`config.mk`:
```
export PLATFORM = sky130hd
export DESIGN_NAME = pwm_deadband_gen
export DESIGN_NICKNAME = d
export VERILOG_FILES = /design/src/rtl/pwmdb_pkg.sv /design/src/rtl/pwmdb_regs.sv /design/src/rtl/pwmdb_timebase.sv /design/src/rtl/pwmdb_deadband.sv /design/src/rtl/pwmdb_fault.sv /design/src/rtl/pwm_deadband_gen.sv
export SDC_FILE = /design/constraint.sdc
export NUM_CORES = 1
export LEC_CHECK = 0
export BUFFER_PORTS_ARGS = -buffer_cell sky130_fd_sc_hd__buf_2
export CAP_MARGIN = 20
export CORE_MARGIN = 5
export CORE_UTILIZATION = 35
export DETAILED_ROUTE_END_ITERATION = 12
export PLACE_DENSITY = 0.49
export SETUP_SLACK_MARGIN = 0.4
export SYNTH_ARGS = -nofsm -noshare
export SYNTH_HDL_FRONTEND = slang
export SYNTH_SLANG_ARGS = --single-unit
export TNS_END_PERCENT = 50
```
`constraint.sdc`:
```
create_clock -name clk -period 11.4 [get_ports clk]
set_input_delay 0.57 -clock clk [delete_from_list [all_inputs] [get_ports clk]]
set_output_delay 0.57 -clock clk [all_outputs]
set_load 0.05 [all_outputs]
```
`src/rtl/pwmdb_pkg.sv`:
```
package pwmdb_pkg;

    typedef enum logic {
        WAVE_EDGE   = 1'b0,
        WAVE_CENTER = 1'b1
    } wave_e;

    typedef struct packed {
        logic  fault_ie;
        wave_e wave;
        logic  run;
    } ctrl_t;

    localparam int CTRL_W = $bits(ctrl_t);

    localparam logic [2:0] ADR_PERIOD   = 3'd0;
    localparam logic [2:0] ADR_COMPARE  = 3'd1;
    localparam logic [2:0] ADR_DEADTIME = 3'd2;
    localparam logic [2:0] ADR_CONTROL  = 3'd3;
    localparam logic [2:0] ADR_FAULTCLR = 3'd4;

    // number of sampling stages ahead of the two-edge qualifier
    localparam int SYNC_STAGES = 3;

endpackage

```
`src/rtl/pwmdb_regs.sv`:
```
module pwmdb_regs
    import pwmdb_pkg::*;
#(
    parameter int CNT_W  = 16,
    parameter int DB_W   = 8,
    parameter int ADDR_W = 3
) (
    input  logic              clk,
    input  logic              rst,
    input  logic              wr_en,
    input  logic [ADDR_W-1:0] wr_addr,
    input  logic [CNT_W-1:0]  wr_data,
    output logic [CNT_W-1:0]  per_shadow,
    output logic [CNT_W-1:0]  cmp_shadow,
    output logic [DB_W-1:0]   dead_val,
    output ctrl_t             ctrl,
    output logic              fault_clr
);

    function automatic logic hit(input logic [ADDR_W-1:0] a, input logic [2:0] target);
        return a == ADDR_W'(target);
    endfunction

    always_ff @(posedge clk) begin
        if (rst) begin
            per_shadow <= '0;
            cmp_shadow <= '0;
            dead_val   <= '0;
            ctrl       <= '0;
        end else if (wr_en) begin
            if (hit(wr_addr, ADR_PERIOD))   per_shadow <= wr_data;
            if (hit(wr_addr, ADR_COMPARE))  cmp_shadow <= wr_data;
            if (hit(wr_addr, ADR_DEADTIME)) dead_val   <= wr_data[DB_W-1:0];
            if (hit(wr_addr, ADR_CONTROL))  ctrl       <= ctrl_t'(wr_data[CTRL_W-1:0]);
        end
    end

    assign fault_clr = wr_en && hit(wr_addr, ADR_FAULTCLR) && wr_data[0];

endmodule

```
`src/rtl/pwmdb_timebase.sv`:
```
module pwmdb_timebase
    import pwmdb_pkg::*;
#(
    parameter int CNT_W = 16
) (
    input  logic             clk,
    input  logic             rst,
    input  logic             run,
    input  wave_e            wave,
    input  logic [CNT_W-1:0] per_shadow,
    input  logic [CNT_W-1:0] cmp_shadow,
    output logic             req_hi
);

    localparam logic [CNT_W-1:0] ONE = CNT_W'(1);

    logic [CNT_W-1:0] cnt_q, cnt_nx, per_q, cmp_q;
    logic             down_q, down_nx;
    logic             at_zero, at_peak;

    always_comb begin
        cnt_nx  = cnt_q;
        down_nx = down_q;
        if (wave == WAVE_EDGE) begin
            down_nx = 1'b0;
            cnt_nx  = (cnt_q >= per_q) ? '0 : cnt_q + ONE;
        end else if (!down_q) begin
            if (cnt_q >= per_q) begin
                if (per_q <= ONE) begin
                    cnt_nx = '0;
                end else begin
                    cnt_nx  = cnt_q - ONE;
                    down_nx = 1'b1;
                end
            end else begin
                cnt_nx = cnt_q + ONE;
            end
        end else begin
            if (cnt_q <= ONE) begin
                cnt_nx  = '0;
                down_nx = 1'b0;
            end else begin
                cnt_nx = cnt_q - ONE;
            end
        end
    end

    // reload points are taken from the next count so new values cover whole phases
    assign at_zero = (cnt_nx == '0);
    assign at_peak = (wave == WAVE_CENTER) && !down_q && (cnt_q < per_q) && (cnt_nx == per_q);

    always_ff @(posedge clk) begin
        if (rst) begin
            cnt_q  <= '0;
            down_q <= 1'b0;
            per_q  <= '0;
            cmp_q  <= '0;
        end else if (!run) begin
            cnt_q  <= '0;
            down_q <= 1'b0;
            per_q  <= per_shadow;
            cmp_q  <= cmp_shadow;
        end else begin
            cnt_q  <= cnt_nx;
            down_q <= down_nx;
            if (at_zero) begin
                per_q <= per_shadow;
                cmp_q <= cmp_shadow;
            end else if (at_peak) begin
                cmp_q <= cmp_shadow;
            end
        end
    end

    assign req_hi = run && (cnt_q < cmp_q);


    cnt_in_range_chk: assert property (@(posedge clk) disable iff (rst)
        (run && $past(run)) |-> (cnt_q <= per_q));


    down_nonzero_chk: assert property (@(posedge clk) disable iff (rst)
        down_q |-> (cnt_q != '0));


    period_at_zero_chk: assert property (@(posedge clk) disable iff (rst)
        (run && $past(run) && (per_q != $past(per_q))) |-> (cnt_q == '0));


    edge_cmp_at_zero_chk: assert property (@(posedge clk) disable iff (rst)
        (run && $past(run) && (wave == WAVE_EDGE) && $past(wave == WAVE_EDGE)
         && (cmp_q != $past(cmp_q))) |-> (cnt_q == '0));

endmodule

```
`src/rtl/pwmdb_deadband.sv`:
```
module pwmdb_deadband #(
    parameter int DB_W = 8
) (
    input  logic            clk,
    input  logic            rst,
    input  logic            run,
    input  logic            req_hi,
    input  logic [DB_W-1:0] dead_val,
    input  logic            kill,
    output logic            pwm_hi,
    output logic            pwm_lo
);

    logic            lvl_q;
    logic [DB_W-1:0] gap_q;
    logic            settled;

    always_ff @(posedge clk) begin
        if (rst) begin
            lvl_q <= 1'b0;
            gap_q <= '0;
        end else if (!run) begin
            lvl_q <= 1'b0;
            gap_q <= dead_val;
        end else if (req_hi != lvl_q) begin
            lvl_q <= req_hi;
            gap_q <= dead_val;
        end else if (gap_q != '0) begin
            gap_q <= gap_q - 1'b1;
        end
    end

    assign settled = run && !kill && (gap_q == '0);
    assign pwm_hi  = settled && lvl_q;
    assign pwm_lo  = settled && !lvl_q;


    no_overlap_chk: assert property (@(posedge clk) disable iff (rst)
        !(pwm_hi && pwm_lo));


    hi_gap_chk: assert property (@(posedge clk) disable iff (rst)
        ((dead_val != '0) && $stable(dead_val) && $rose(pwm_hi)) |-> !$past(pwm_lo));


    lo_gap_chk: assert property (@(posedge clk) disable iff (rst)
        ((dead_val != '0) && $stable(dead_val) && $rose(pwm_lo)) |-> !$past(pwm_hi));

endmodule

```
`src/rtl/pwmdb_fault.sv`:
```
module pwmdb_fault
    import pwmdb_pkg::*;
(
    input  logic clk,
    input  logic rst,
    input  logic fault_n,
    input  logic clr,
    input  logic irq_en,
    output logic flag,
    output logic irq
);

    logic [SYNC_STAGES-1:0] smp_q;
    logic                   qualified;

    always_ff @(posedge clk) begin
        if (rst) smp_q <= '1;
        else     smp_q <= {smp_q[SYNC_STAGES-2:0], fault_n};
    end

    // low at two consecutive sampled edges
    assign qualified = !smp_q[SYNC_STAGES-1] && !smp_q[SYNC_STAGES-2];

    always_ff @(posedge clk) begin
        if (rst)            flag <= 1'b0;
        else if (qualified) flag <= 1'b1;
        else if (clr)       flag <= 1'b0;
    end

    assign irq = flag && irq_en;


    flag_hold_chk: assert property (@(posedge clk) disable iff (rst)
        (flag && !clr) |=> flag);


    clr_blocked_chk: assert property (@(posedge clk) disable iff (rst)
        (qualified && clr) |=> flag);

endmodule

```
`src/rtl/pwm_deadband_gen.sv`:
```
module pwm_deadband_gen
    import pwmdb_pkg::*;
#(
    parameter int CNT_W  = 16,
    parameter int DB_W   = 8,
    parameter int ADDR_W = 3
) (
    input  logic              clk,
    input  logic              rst,
    input  logic              wr_en,
    input  logic [ADDR_W-1:0] wr_addr,
    input  logic [CNT_W-1:0]  wr_data,
    input  logic              fault_n,
    output logic              pwm_hi,
    output logic              pwm_lo,
    output logic              irq
);

    logic [CNT_W-1:0] per_shadow, cmp_shadow;
    logic [DB_W-1:0]  dead_val;
    ctrl_t            ctrl;
    logic             fault_clr, fault_flag, req_hi;

    pwmdb_regs #(.CNT_W(CNT_W), .DB_W(DB_W), .ADDR_W(ADDR_W)) regs_i (
        .clk(clk), .rst(rst), .wr_en(wr_en), .wr_addr(wr_addr), .wr_data(wr_data),
        .per_shadow(per_shadow), .cmp_shadow(cmp_shadow), .dead_val(dead_val),
        .ctrl(ctrl), .fault_clr(fault_clr)
    );

    pwmdb_timebase #(.CNT_W(CNT_W)) tb_i (
        .clk(clk), .rst(rst), .run(ctrl.run), .wave(ctrl.wave),
        .per_shadow(per_shadow), .cmp_shadow(cmp_shadow), .req_hi(req_hi)
    );

    pwmdb_deadband #(.DB_W(DB_W)) db_i (
        .clk(clk), .rst(rst), .run(ctrl.run), .req_hi(req_hi), .dead_val(dead_val),
        .kill(fault_flag), .pwm_hi(pwm_hi), .pwm_lo(pwm_lo)
    );

    pwmdb_fault flt_i (
        .clk(clk), .rst(rst), .fault_n(fault_n), .clr(fault_clr),
        .irq_en(ctrl.fault_ie), .flag(fault_flag), .irq(irq)
    );


    fault_off_chk: assert property (@(posedge clk) disable iff (rst)
        fault_flag |-> (!pwm_hi && !pwm_lo));


    idle_off_chk: assert property (@(posedge clk) disable iff (rst)
        !ctrl.run |-> (!pwm_hi && !pwm_lo));

endmodule

```
==> results_tabular.tex, run 1 <==
\begin{tabular}{lr}
\hline
Metric & Value \\
\hline
\multicolumn{2}{l}{\textbf{Power and ir drop}} \\
Internal Power & 0.567 mW \\
Switching fraction of total power & 25.1\% \\
Sequential share of power & 49.7\% \\
Cell Pwr Density & 119 nW/um2 \\
Net switching power of the design & 0.190 mW \\
Clock power frac & 43.5\% \\
Leak & 2.59 nW \\
Power share of the combinational group & 6.8\% \\
IR Drop Worst-Case VDD & 0.0635 mV \\
\multicolumn{2}{l}{\textbf{Critical path}} \\
CP delay by family, top & compound AO/OA/AOI/OAI gates \\
Setup slack on the worst flop-to-flop path & 6.73 ns \\
Terminus of the critical flop-to-flop path & tb\_i.cmp\_q[15] \\
Type of element launching the critical path & register \\
Critical path, cell by cell & ha\_1 -> a211oi\_1 -> nor2\_1 -> a2111oi\_0 -> nand3\_1 -> o221a\_2 -> o21ai\_0 -> or4b\_4 -> nor4b\_4 -> a41oi\_4 -> mux2i\_1 \\
Reg2Reg Depth & 11 \\
Type of destination of the critical path & register \\
Reg-to-Reg Start & tb\_i.cnt\_q[13] \\
End point of the critical path & tb\_i.cmp\_q[15] \\
Critical Path Stages & 11 \\
Crit path max-delay cell type & sky130\_fd\_sc\_hd\_\_nand3\_1 \\
CP Max Fanout & 16 \\
Critical Path RT & 11.60 ns \\
First element of the critical path & tb\_i.cnt\_q[13] \\
Worst Path Buf+Inv & 0 \\
CP Class & reg -> reg \\
Critical Path AT & 4.88 ns \\
Largest stage delay, worst path & 0.62 ns \\
\multicolumn{2}{l}{\textbf{Timing}} \\
Fin crit period & 4.67 ns \\
Period Utilization, post-route & 41.0\% \\
Unrepaired setup endpoints after global routing & no \\
Hold violation total from the final report & 0 \\
Final setup violation count & 0 \\
Count of pins over their slew limit & 0 \\
Achievable clock frequency & 0.214 GHz \\
Hold slack & 0.395 ns \\
Worst slew slack as a fraction of its limit & 28.5\% \\
Worst clock skew & 0.00916 ns \\
Accumulated negative setup slack & 0 ns \\
Transition time of the tightest slew-check pin & 1.06 ns \\
\multicolumn{2}{l}{\textbf{Logic synthesis}} \\
Cell variety after synth & 59 \\
Share of the synthesized area in compound gates (AO/OA/AOI/OAI) & 13.8\% \\
Dominant combinational cell family by area after synthesis & simple AND/OR/NAND/NOR gates \\
Synth Area in Simple Gates & 25.6\% \\
Post-synthesis sequential element count & 105 \\
Number of flops mapped to enable cells by yosys & 0 \\
Sequential cell area fraction in the yosys report & 36.4\% \\
Fraction of synthesized cell area in xor and xnor cells & 3.18\% \\
Netlist area before placement & 5780 um2 \\
Cell types with the largest area share after synthesis & sky130\_fd\_sc\_hd\_\_dfxtp\_1 36\%, sky130\_fd\_sc\_hd\_\_mux2i\_1 8.3\%, sky130\_fd\_sc\_hd\_\_ha\_1 7.6\% \\
Post-synth net total & 752 \\
Cell count after synthesis & 694 \\
Area share of the largest cell type after synthesis & 36.4\% \\
Dominant cell type by area after synthesis & sky130\_fd\_sc\_hd\_\_dfxtp\_1 \\
Ranking of synthesized cells by instance count & 105 x sky130\_fd\_sc\_hd\_\_dfxtp\_1, 88 x sky130\_fd\_sc\_hd\_\_nand2\_1, 63 x sky130\_fd\_sc\_hd\_\_nor2\_1 \\
Proportion of synthesized flip-flops having asynchronous set or reset & 0\% \\
Multiplexer share of the synthesized area & 8.31\% \\
Area share of fa/ha/maj cells after synthesis & 7.58\% \\
Most instantiated library cell after synthesis & sky130\_fd\_sc\_hd\_\_dfxtp\_1 \\
Top\_reg\_cell synth & sky130\_fd\_sc\_hd\_\_dfxtp\_1 \\
Yosys warnings & 0 \\
Post-synthesis area per instance & 8.33 um2 \\
\multicolumn{2}{l}{\textbf{Global routing}} \\
Pin count of the biggest net entering global routing & 105 \\
First-pass GRT wire length & 26.1 mm \\
Sum of overflow across all layers after global routing & 0 \\
Vias in the first global route & 4758 \\
GRT Resource Usage Total & 16.9\% \\
Initial antenna violation count & 0 \\
\multicolumn{2}{l}{\textbf{Cells and area}} \\
Share of layout cells above drive strength 1 & 8.52\% \\
Final \#Nets & 757 \\
Number of filler cells placed in the layout & 1706 \\
Post-synthesis to final-layout area growth & 10.4\% \\
Fin cells & 924 \\
Inserted Diodes & 0 \\
\multicolumn{2}{l}{\textbf{Routing}} \\
Detailed-route DRC error count & 0 \\
First-pass iteration count of the detailed router & 5 \\
Final wirelength & 15.9 mm \\
ANT nets after route & 0 \\
Total via count after detailed routing & 4846 \\
WL/cell & 17.2 um \\
Number of vias per cell after detailed routing & 5.24 \\
Starting DRT DRC Count & 284 \\
\multicolumn{2}{l}{\textbf{Worst hold path}} \\
Hold WC Path Type & in -> reg \\
\multicolumn{2}{l}{\textbf{Floorplanning}} \\
Initial standard-cell utilization of the core & 35.2\% \\
Placement Rows & 47 \\
Die ar. & 19200 um2 \\
Core area & 16400 um2 \\
Die Y-Extent & 139 um \\
Die Wd & 139 um \\
Boundary Pins & 26 \\
\multicolumn{2}{l}{\textbf{Clocking}} \\
Root cell of the clock tree & sky130\_fd\_sc\_hd\_\_clkbuf\_16 \\
Total number of H-tree levels & 3 \\
Longest Clk Path Bufs & 2 \\
Number of buffers added to fix hold violations after cts & 0 \\
Skew-Pair Late Insertion Delay & 0.35 ns \\
Inserted Clock Buffers & 9 \\
Quantity of gates resized following cts & 0 \\
CTS clk-pin slew, worst paths & 0.08 ns \\
Clock tree from TritonCTS & built \\
\# Post-CTS Setup Buffers & 0 \\
Sinks on the clock net & 105 \\
\multicolumn{2}{l}{\textbf{Place}} \\
Cell count after placement & 908 \\
Detailed placer's ending HPWL & 11.6 mm \\
Routability Congestion & 0.835 \\
Number of port buffers & 25 \\
\multicolumn{2}{l}{\textbf{Status}} \\
Result of the run & finished clean \\
\multicolumn{2}{l}{\textbf{Run}} \\
Max-cap violations & 0 \\
\hline
\end{tabular}
## how the worst min path moves through the flow
stage / from / to / slack [ns] / cells past startpoint
2_1_floorplan: flt_i.smp_q[0] / flt_i.smp_q[1] / 0.39 / 1
3_3_place_gp: flt_i.smp_q[0] / flt_i.smp_q[1] / 0.40 / 1
3_5_place_dp: flt_i.smp_q[0] / flt_i.smp_q[1] / 0.40 / 1
4_1_cts: fault_n / flt_i.smp_q[0] / 0.38 / 2
5_1_grt: fault_n / flt_i.smp_q[0] / 0.40 / 2
6_report: fault_n / flt_i.smp_q[0] / 0.40 / 2
## kinds of logic (layout without fill, tap and decap cells)
| kind of cell | count (synthesis) | in the layout |
|---|---|---|
| fa+ha+maj | 35 | 35 |
| compound gates | 118 | 118 |
| xor+xnor | 21 | 21 |
| flops | 105 | 105 |
| mux | 48 | 48 |
| simple gates | 292 | 292 |
| buf+inv | 75 | 85 |
## layout by cell type (no fill, tap or decap), types with 7 or more instances in the layout
master                      Yosys  routed
sky130_fd_sc_hd__nor2_1        63      63
sky130_fd_sc_hd__nand2_1       88      88
sky130_fd_sc_hd__nor3_1        16      16
sky130_fd_sc_hd__ha_1          35      35
sky130_fd_sc_hd__and3_1        13      13
sky130_fd_sc_hd__nand4_1        9       9
sky130_fd_sc_hd__nand2b_1      36      36
sky130_fd_sc_hd__or3_1          7       7
sky130_fd_sc_hd__clkbuf_16      0       9
sky130_fd_sc_hd__or2_2          7       7
sky130_fd_sc_hd__buf_2          2      25
sky130_fd_sc_hd__dfxtp_1      105     105
sky130_fd_sc_hd__xnor2_1       13      13
sky130_fd_sc_hd__o21ai_0       11      11
sky130_fd_sc_hd__and2_1        10      10
sky130_fd_sc_hd__nand3_1       10      10
sky130_fd_sc_hd__mux2i_1       48      48
sky130_fd_sc_hd__a21oi_1       55      55
sky130_fd_sc_hd__xor2_1         8       8
sky130_fd_sc_hd__nor2b_1        7       7
sky130_fd_sc_hd__inv_1         41      41
## power by group through the flow
stage          logic, mW  clock network [mW]  registers (mW)
6_report          0.0516               0.329           0.376
5_1_grt           0.0577               0.353           0.377
4_1_cts           0.0520               0.340           0.376
3_5_place_dp      0.0518                   0           0.385
3_3_place_gp      0.0511                   0           0.385
2_1_floorplan     0.0353                   0           0.383
## per-stage QoR
stage | worst slack (ns) | util, % | power, mW | cell area [um2]
2_1_floorplan | 7.79 | - | 0.418 | 5780
3_3_place_gp | 6.91 | 37.0 | 0.436 | 6070
3_5_place_dp | 6.79 | 37.0 | 0.436 | 6070
4_1_cts | 6.75 | 38.9 | 0.768 | 6380
5_1_grt | 6.44 | 38.9 | 0.788 | 6380
6_report | 6.73 | 38.9 | 0.756 | 6380
## registers in the layout, indices dropped and copies added (netlist names)
signal             cells
flt_i.flag             1
db_i.lvl_q             1
regs_i.cmp_shadow     16
db_i.gap_q             8
tb_i.cnt_q            16
tb_i.cmp_q            16
regs_i.dead_val        8
tb_i.per_q            16
tb_i.down_q            1
flt_i.smp_q            3
regs_i.per_shadow     16
regs_i.ctrl            3
## metal layers
layer | track usage [%] | part of all wire, % | vias to the layer above
met5 | 0 | 0 | -
met4 | 5.62 | 2.0 | 0
met3 | 2.87 | 3.4 | 25
met2 | 25.8 | 44 | 98
met1 | 24.2 | 50 | 2290
li1 | - | - | 2433
## worst reg2reg max path: cells and delay by family, from the launching register on
family                   cells  cell delay [ns]
adder cells (fa/ha/maj)      1             0.31
AND/OR/NAND/NOR              4             1.61
AO/OA/AOI/OAI                5             1.88
multiplexers                 1             0.24
flip-flops                   1             0.48
## cell type report
class | instances | area [um2] | share of cell area (%)
multi-input cells | 514 | 3390 | 53.1
flip-flops and latches | 105 | 2100 | 32.9
well taps | 220 | 275 | 4.31
clock buffers | 9 | 225 | 3.53
inverters | 41 | 154 | 2.41
repair buffers | 28 | 148 | 2.31
clock inverters | 7 | 88.8 | 1.39
No activity file was read; power rests on OpenSTA's default activity.
==> inputs of run 2 (changes only) <==
- clock period: 11.4 -> 4.61 ns (I/O delays scaled with it)
==> run 2 against run 1 <==
- hold slack worse by 0.33 ns
- count of clock-buffer cells in the layout is 1 higher
- worst setup slack worse by 6.2 ns
- die area stayed put
- clock skew is 0.00056 ns higher
- register-to-register slack worse by 6.2 ns
- sequential share of layout area is 0.77 points lower
- first-iteration DRC count is 12% lower
- critical endpoint is now tb_i.cmp_q[14]
- clock power is 120% higher
- highest routed layer unchanged
- wire length is 1.2% lower
- sequential power is 150% higher
- final cell count is 1.9% higher
- largest power group unchanged
==> results_tabular.tex, run 2 (same netlist as run 1, synthesis figures left out) <==
\begin{tabular}{lr}
\hline
Metric & Value \\
\hline
\multicolumn{2}{l}{\textbf{Floorplanning}} \\
Placement Rows & 47 (unchanged) \\
Die ar. & 19200 um2 (unchanged) \\
Initial standard-cell utilization of the core & 35.2\% (unchanged) \\
Die Wd & 139 um (unchanged) \\
Die Y-Extent & 139 um (unchanged) \\
Boundary Pins & 26 (unchanged) \\
Core area & 16400 um2 (unchanged) \\
\multicolumn{2}{l}{\textbf{Critical path}} \\
Critical Path RT & 4.83 ns (-6.77 ns) \\
Critical path, cell by cell & ha\_1 -> nand4\_1 -> nor4\_4 -> a2111oi\_1 -> nand3\_1 -> o221a\_2 -> o21ai\_0 -> or4b\_4 -> nor4b\_4 -> a41oi\_4 -> buf\_4 -> mux2i\_1 \\
Reg2Reg Depth & 12 (+1) \\
Terminus of the critical flop-to-flop path & tb\_i.cmp\_q[14] \\
Reg-to-Reg Start & tb\_i.cnt\_q[15] \\
Type of destination of the critical path & register \\
Setup slack on the worst flop-to-flop path & 0.56 ns (-6.17 ns) \\
CP Class & reg -> reg \\
Critical Path AT & 4.27 ns (-0.61 ns) \\
Type of element launching the critical path & register \\
Largest stage delay, worst path & 0.53 ns (-0.09 ns) \\
CP Max Fanout & 16 (unchanged) \\
Crit path max-delay cell type & sky130\_fd\_sc\_hd\_\_dfxtp\_1 \\
\multicolumn{2}{l}{\textbf{Routing}} \\
ANT nets after route & 0 (unchanged) \\
Final wirelength & 15.7 mm (-1.2\%) \\
Detailed-route DRC error count & 0 (unchanged) \\
Starting DRT DRC Count & 250 (-12\%) \\
Total via count after detailed routing & 4782 (-1.3\%) \\
Number of vias per cell after detailed routing & 5.08 (-3.2\%) \\
WL/cell & 16.6 um (-3.0\%) \\
First-pass iteration count of the detailed router & 6 (+1) \\
\multicolumn{2}{l}{\textbf{Place}} \\
Routability Congestion & 0.819 (-1.9\%) \\
Number of port buffers & 25 (unchanged) \\
Placement-stage cell area & 6190 um2 (+2.0\%) \\
Detailed placer's ending HPWL & 11.9 mm (+2.7\%) \\
Setup WS pre-CTS & 0.370 ns (-6.42 ns) \\
\multicolumn{2}{l}{\textbf{Global routing}} \\
Pin count of the biggest net entering global routing & 104 (-0.95\%) \\
Vias in the first global route & 4708 (-1.1\%) \\
Initial antenna violation count & 0 (unchanged) \\
First-pass GRT wire length & 25.3 mm (-2.9\%) \\
Sum of overflow across all layers after global routing & 0 (unchanged) \\
GRT Resource Usage Total & 16.4\% (-0.48 points) \\
\multicolumn{2}{l}{\textbf{Power and ir drop}} \\
IR Drop Worst-Case VDD & 0.201 mV (+220\%) \\
Net switching power of the design & 0.448 mW (+140\%) \\
Switching fraction of total power & 24.9\% (-0.15 points) \\
Internal Power & 1.35 mW (+140\%) \\
Cell Pwr Density & 274 nW/um2 (+130\%) \\
Clock power frac & 40.7\% (-2.8 points) \\
Sequential share of power & 51.8\% (+2.1 points) \\
Power share of the combinational group & 7.5\% (+0.7 points) \\
Leak & 2.67 nW (+3.0\%) \\
\multicolumn{2}{l}{\textbf{Cells and area}} \\
Post-Layout Inst Area & 6540 um2 (+2.5\%) \\
Post-synthesis to final-layout area growth & 13.2\% \\
Share of layout cells above drive strength 1 & 11.5\% (+3.0 points) \\
Number of filler cells placed in the layout & 1697 (-0.53\%) \\
Final \#Nets & 775 (+2.4\%) \\
Final core occ & 39.9\% (+0.98 points) \\
Most common cell after layout, fill and taps aside & sky130\_fd\_sc\_hd\_\_dfxtp\_1 \\
Inserted Diodes & 0 (unchanged) \\
Most used cells in the layout excluding fill and tap cells & 103 x sky130\_fd\_sc\_hd\_\_dfxtp\_1, 88 x sky130\_fd\_sc\_hd\_\_nand2\_1, 63 x sky130\_fd\_sc\_hd\_\_nor2\_1 \\
\multicolumn{2}{l}{\textbf{Worst hold path}} \\
Hold EP & flt\_i.smp\_q[0] \\
Hold Crit Depth & 2 (unchanged) \\
Hold WC Path Type & in -> reg \\
Hold\_sp & fault\_n \\
\multicolumn{2}{l}{\textbf{Timing}} \\
Hold slack & 0.0615 ns (-0.334 ns) \\
Worst slew slack as a fraction of its limit & 34.7\% (+6.2 points) \\
Count of pins over their slew limit & 0 (unchanged) \\
Unrepaired setup endpoints after global routing & no \\
Worst clock skew & 0.00971 ns (+0.000557 ns) \\
Period Utilization, post-route & 87.8\% (+47 points) \\
Fin crit period & 4.05 ns (-0.625 ns) \\
Final setup violation count & 0 (unchanged) \\
Hold violation total from the final report & 0 (unchanged) \\
Achievable clock frequency & 0.247 GHz (+15\%) \\
Transition time of the tightest slew-check pin & 0.972 ns (-0.0925 ns) \\
Final critical-path setup slack & 0.561 ns (-6.17 ns) \\
Accumulated negative setup slack & 0 ns (unchanged) \\
\multicolumn{2}{l}{\textbf{Clocking}} \\
Inserted Clock Buffers & 9 (unchanged) \\
Longest Clk Path Bufs & 2 (unchanged) \\
CTS clk-pin slew, worst paths & 0.07 ns (about the same) \\
Root cell of the clock tree & sky130\_fd\_sc\_hd\_\_clkbuf\_16 \\
Number of buffers added to fix hold violations after cts & 0 (unchanged) \\
Skew-Pair Late Insertion Delay & 0.35 ns (about the same) \\
Clock tree from TritonCTS & built \\
Sinks on the clock net & 105 (unchanged) \\
Total number of H-tree levels & 3 (unchanged) \\
\multicolumn{2}{l}{\textbf{Status}} \\
Result of the run & finished clean \\
\multicolumn{2}{l}{\textbf{Run}} \\
Max-cap violations & 0 (unchanged) \\
\hline
\end{tabular}
run 2: per-layer routing:
layer / wire length (um) / share of wire (%) / GRT usage (%)
met5: 0 / 0 / 0
met4: 157 / 1.0 / 4.06
met3: 563 / 3.6 / 3.04
met2: 7080 / 45 / 25.7
met1: 7880 / 50 / 23.4
run 2: area by class of cell:
| type | instances | area [um2] | area share (%) |
|---|---|---|---|
| Multi-Input combinational cell | 514 | 3450 | 52.7 |
| Sequential cell | 105 | 2100 | 32.2 |
| Tap cell | 220 | 275 | 4.21 |
| Inverter | 41 | 154 | 2.35 |
| Clock buffer | 10 | 229 | 3.50 |
| Timing Repair Buffer | 46 | 283 | 4.32 |
| Clock inverter | 6 | 48.8 | 0.746 |
run 2: how the worst max path moves through the flow:
stage | startpoint | endpoint | slack, ns | cells after the start
after floorplan | tb_i.per_q[1] | tb_i.cmp_q[10] | 1.00 | 14
after global placement | tb_i.cnt_q[13] | tb_i.cmp_q[14] | 0.40 | 12
after detailed placement | tb_i.cnt_q[7] | tb_i.cmp_q[11] | 0.37 | 12
after CTS | tb_i.cnt_q[13] | tb_i.cmp_q[14] | 0.41 | 12
after global routing | tb_i.cnt_q[7] | tb_i.cmp_q[14] | 0.37 | 12
final | tb_i.cnt_q[15] | tb_i.cmp_q[14] | 0.56 | 12
run 2: worst max-delay path: cells and delay by family, from the launching register on:
family	cells	cell delay, ns
AO/OA/AOI/OAI	4	1.15
buffers and inverters	1	0.26
multiplexers	1	0.15
AND/OR/NAND/NOR	5	1.47
adder cells (fa/ha/maj)	1	0.33
flip-flops	1	0.53
run 2: through the flow:
stage                     total power, mW  instances
after floorplan                      1.03        694
after global placement               1.08        924
after detailed placement             1.08        924
after CTS                            1.82        940
after global routing                 1.88        942
final                                1.79        942
run 2: power groups by stage:
stage	Clock (mW)	Combinational [mW]	Sequential (mW)
after floorplan	0	0.0874	0.947
after global placement	0	0.125	0.951
after detailed placement	0	0.127	0.951
after CTS	0.758	0.128	0.930
after global routing	0.798	0.150	0.931
final	0.730	0.135	0.930
run 2: repair_timing:
item | CTS | global route
pin swaps | 0 | 2
endpoints found under the setup margin | 16 | 32
resized for setup | 1 | 11
buffers inserted | 0 | 2
==> inputs of run 3 (changes only) <==
- CORE_UTILIZATION: 35 -> 40
- PLACE_DENSITY: 0.49 -> 0.55
==> run 3 against run 2 <==
- combinational power about the same
- register-to-register slack better by 0.05 ns
- maximum frequency up 1.3%
- count of clock-buffer cells in the layout unchanged
- critical endpoint is now tb_i.cmp_q[7]
- highest routed layer unchanged
==> results_tabular.tex, run 3 (same netlist as run 1, synthesis figures left out) <==
\begin{tabular}{lr}
\hline
Metric & Value \\
\hline
\multicolumn{2}{l}{\textbf{Clocking}} \\
Number of buffers added to fix hold violations after cts & 0 (unchanged) \\
Sinks on the clock net & 105 (unchanged) \\
Inserted Clock Buffers & 9 (unchanged) \\
Total number of H-tree levels & 3 (unchanged) \\
Longest Clk Path Bufs & 2 (unchanged) \\
Clock tree from TritonCTS & built \\
Skew-Pair Late Insertion Delay & 0.36 ns (about the same) \\
Root cell of the clock tree & sky130\_fd\_sc\_hd\_\_clkbuf\_16 \\
CTS clk-pin slew, worst paths & 0.08 ns (about the same) \\
\multicolumn{2}{l}{\textbf{Global routing}} \\
Pin count of the biggest net entering global routing & 79 (-24\%) \\
Vias in the first global route & 4833 (+2.7\%) \\
First-pass GRT wire length & 25.4 mm (+0.19\%) \\
Sum of overflow across all layers after global routing & 0 (unchanged) \\
GRT Resource Usage Total & 19.3\% (+2.9 points) \\
Initial antenna violation count & 0 (unchanged) \\
\multicolumn{2}{l}{\textbf{Routing}} \\
Starting DRT DRC Count & 393 (+57\%) \\
Final wirelength & 15.7 mm (-0.17\%) \\
WL/cell & 17.2 um (+3.3\%) \\
Total via count after detailed routing & 5035 (+5.3\%) \\
Detailed-route DRC error count & 0 (unchanged) \\
First-pass iteration count of the detailed router & 6 (unchanged) \\
ANT nets after route & 0 (unchanged) \\
Number of vias per cell after detailed routing & 5.53 (+9.0\%) \\
\multicolumn{2}{l}{\textbf{Run}} \\
Max-cap violations & 0 (unchanged) \\
\multicolumn{2}{l}{\textbf{Timing}} \\
Unrepaired setup endpoints after global routing & no \\
Accumulated negative setup slack & 0 ns (unchanged) \\
Transition time of the tightest slew-check pin & 0.994 ns (+0.0217 ns) \\
Hold slack & 0.0494 ns (-0.0121 ns) \\
Count of pins over their slew limit & 0 (unchanged) \\
Final setup violation count & 0 (unchanged) \\
Hold violation total from the final report & 0 (unchanged) \\
Fin crit period & 4.00 ns (-0.0528 ns) \\
Achievable clock frequency & 0.250 GHz (+1.3\%) \\
Period Utilization, post-route & 86.7\% (-1.1 points) \\
Worst slew slack as a fraction of its limit & 33.2\% (-1.5 points) \\
Worst clock skew & 0.00655 ns (-0.00316 ns) \\
\multicolumn{2}{l}{\textbf{Power and ir drop}} \\
Cell Pwr Density & 287 nW/um2 (+4.6\%) \\
Net switching power of the design & 0.463 mW (+3.4\%) \\
Sequential share of power & 49.4\% (-2.4 points) \\
Leak & 2.71 nW (+1.7\%) \\
Power share of the combinational group & 7.1\% (-0.4 points) \\
Switching fraction of total power & 24.6\% (-0.31 points) \\
IR Drop Worst-Case VDD & 0.196 mV (-2.3\%) \\
Clock power frac & 43.5\% (+2.8 points) \\
Internal Power & 1.42 mW (+5.2\%) \\
Total power & 1.88 mW (+4.8\%) \\
\multicolumn{2}{l}{\textbf{Critical path}} \\
Type of element launching the critical path & register \\
Critical path, cell by cell & inv\_1 -> ha\_1 -> nand4\_1 -> nor4\_2 -> a2111oi\_0 -> and3\_2 -> a221o\_1 -> and3\_1 -> or4b\_4 -> nor4b\_4 -> a41oi\_4 -> buf\_12 -> mux2i\_1 \\
Critical Path RT & 4.85 ns (+0.02 ns) \\
Crit path max-delay cell type & sky130\_fd\_sc\_hd\_\_or4b\_4 \\
CP Max Fanout & 14 (-2) \\
Largest stage delay, worst path & 0.56 ns (+0.03 ns) \\
Type of destination of the critical path & register \\
CP Class & reg -> reg \\
Reg2Reg Depth & 13 (+1) \\
Critical Path AT & 4.24 ns (-0.03 ns) \\
Setup slack on the worst flop-to-flop path & 0.61 ns (+0.05 ns) \\
\multicolumn{2}{l}{\textbf{Worst hold path}} \\
Hold Crit Depth & 2 (unchanged) \\
Hold WC Path Type & in -> reg \\
\multicolumn{2}{l}{\textbf{Cells and area}} \\
Most used cells in the layout excluding fill and tap cells & 105 x sky130\_fd\_sc\_hd\_\_dfxtp\_1, 88 x sky130\_fd\_sc\_hd\_\_nand2\_1, 63 x sky130\_fd\_sc\_hd\_\_nor2\_1 \\
Number of filler cells placed in the layout & 1402 (-17\%) \\
Post-synthesis to final-layout area growth & 13.4\% \\
Final \#Nets & 779 (+0.52\%) \\
Share of layout cells above drive strength 1 & 11.8\% (+0.35 points) \\
Most common cell after layout, fill and taps aside & sky130\_fd\_sc\_hd\_\_dfxtp\_1 \\
Post-Layout Inst Area & 6560 um2 (+0.19\%) \\
Inserted Diodes & 0 (unchanged) \\
Fin cells & 910 (-3.4\%) \\
\multicolumn{2}{l}{\textbf{Floorplanning}} \\
Die ar. & 17000 um2 (-12\%) \\
Die Wd & 130 um (-6.0\%) \\
Initial standard-cell utilization of the core & 40.2\% (+5.0 points) \\
Boundary Pins & 26 (unchanged) \\
Core area & 14400 um2 (-12\%) \\
Die Y-Extent & 130 um (-6.0\%) \\
Placement Rows & 44 (-6.4\%) \\
\multicolumn{2}{l}{\textbf{Place}} \\
Routability Congestion & 0.923 (+13\%) \\
Detailed placer's ending HPWL & 11.7 mm (-2.0\%) \\
Placement-stage cell area & 6140 um2 (-0.73\%) \\
Cell count after placement & 888 (-3.9\%) \\
Number of port buffers & 25 (unchanged) \\
\multicolumn{2}{l}{\textbf{Status}} \\
Result of the run & finished clean \\
\hline
\end{tabular}
## run 3: worst paths after layout
check                               startpoint             end
worst min-delay path                   fault_n  flt_i.smp_q[0]
worst min register to register  flt_i.smp_q[0]  flt_i.smp_q[1]
worst max register to register  tb_i.per_q[14]   tb_i.cmp_q[7]
worst max-delay path            tb_i.per_q[14]   tb_i.cmp_q[7]
## run 3: timing repair
item | CTS | global route
endpoints found under the setup margin | 16 | 32
pin swaps | 1 | 1
setup buffers | 2 | 4
resized for setup | 0 | 7
## run 3: power by group through the flow
stage / sequential (mW) / combinational (mW) / clock, mW
6_report: 0.929 / 0.133 / 0.817
2_1_floorplan: 0.947 / 0.0874 / 0
5_1_grt: 0.931 / 0.147 / 0.877
3_5_place_dp: 0.951 / 0.126 / 0
3_3_place_gp: 0.950 / 0.123 / 0
4_1_cts: 0.929 / 0.127 / 0.839
## run 3: cell type report
type | instances | area, um2 | share of cell area, %
Timing Repair Buffer | 50 | 329 | 5.02
Clock inverter | 6 | 72.6 | 1.11
Sequential cell | 105 | 2100 | 32.1
Tap cell | 184 | 230 | 3.51
Clock buffer | 10 | 239 | 3.65
Multi-Input combinational cell | 514 | 3430 | 52.3
Inverter | 41 | 154 | 2.35
## run 3: layer usage
layer / up-vias / global-route usage [%] / part of all wire, %
met1: 2375 / 27.2 / 47
met5: - / 0 / 0
met3: 35 / 3.27 / 5.4
li1: 2472 / - / -
met4: 0 / 7.70 / 2.7
met2: 153 / 29.3 / 45
## run 3: critical path, delay by kind of cell, from the launching register on
kind | cells | cell delay, ns
buffers and inverters | 2 | 0.26
multiplexers | 1 | 0.12
AND/OR/NAND/NOR | 6 | 2.11
adder cells (fa/ha/maj) | 1 | 0.29
AO/OA/AOI/OAI | 3 | 0.68
flip-flops | 1 | 0.41
## run 3: metrics by stage
stage	utilization (%)	setup slack, ns
2_1_floorplan	-	1.00
3_3_place_gp	42.8	0.504
3_5_place_dp	42.8	0.353
4_1_cts	45.1	0.553
5_1_grt	45.6	0.426
6_report	45.6	0.614
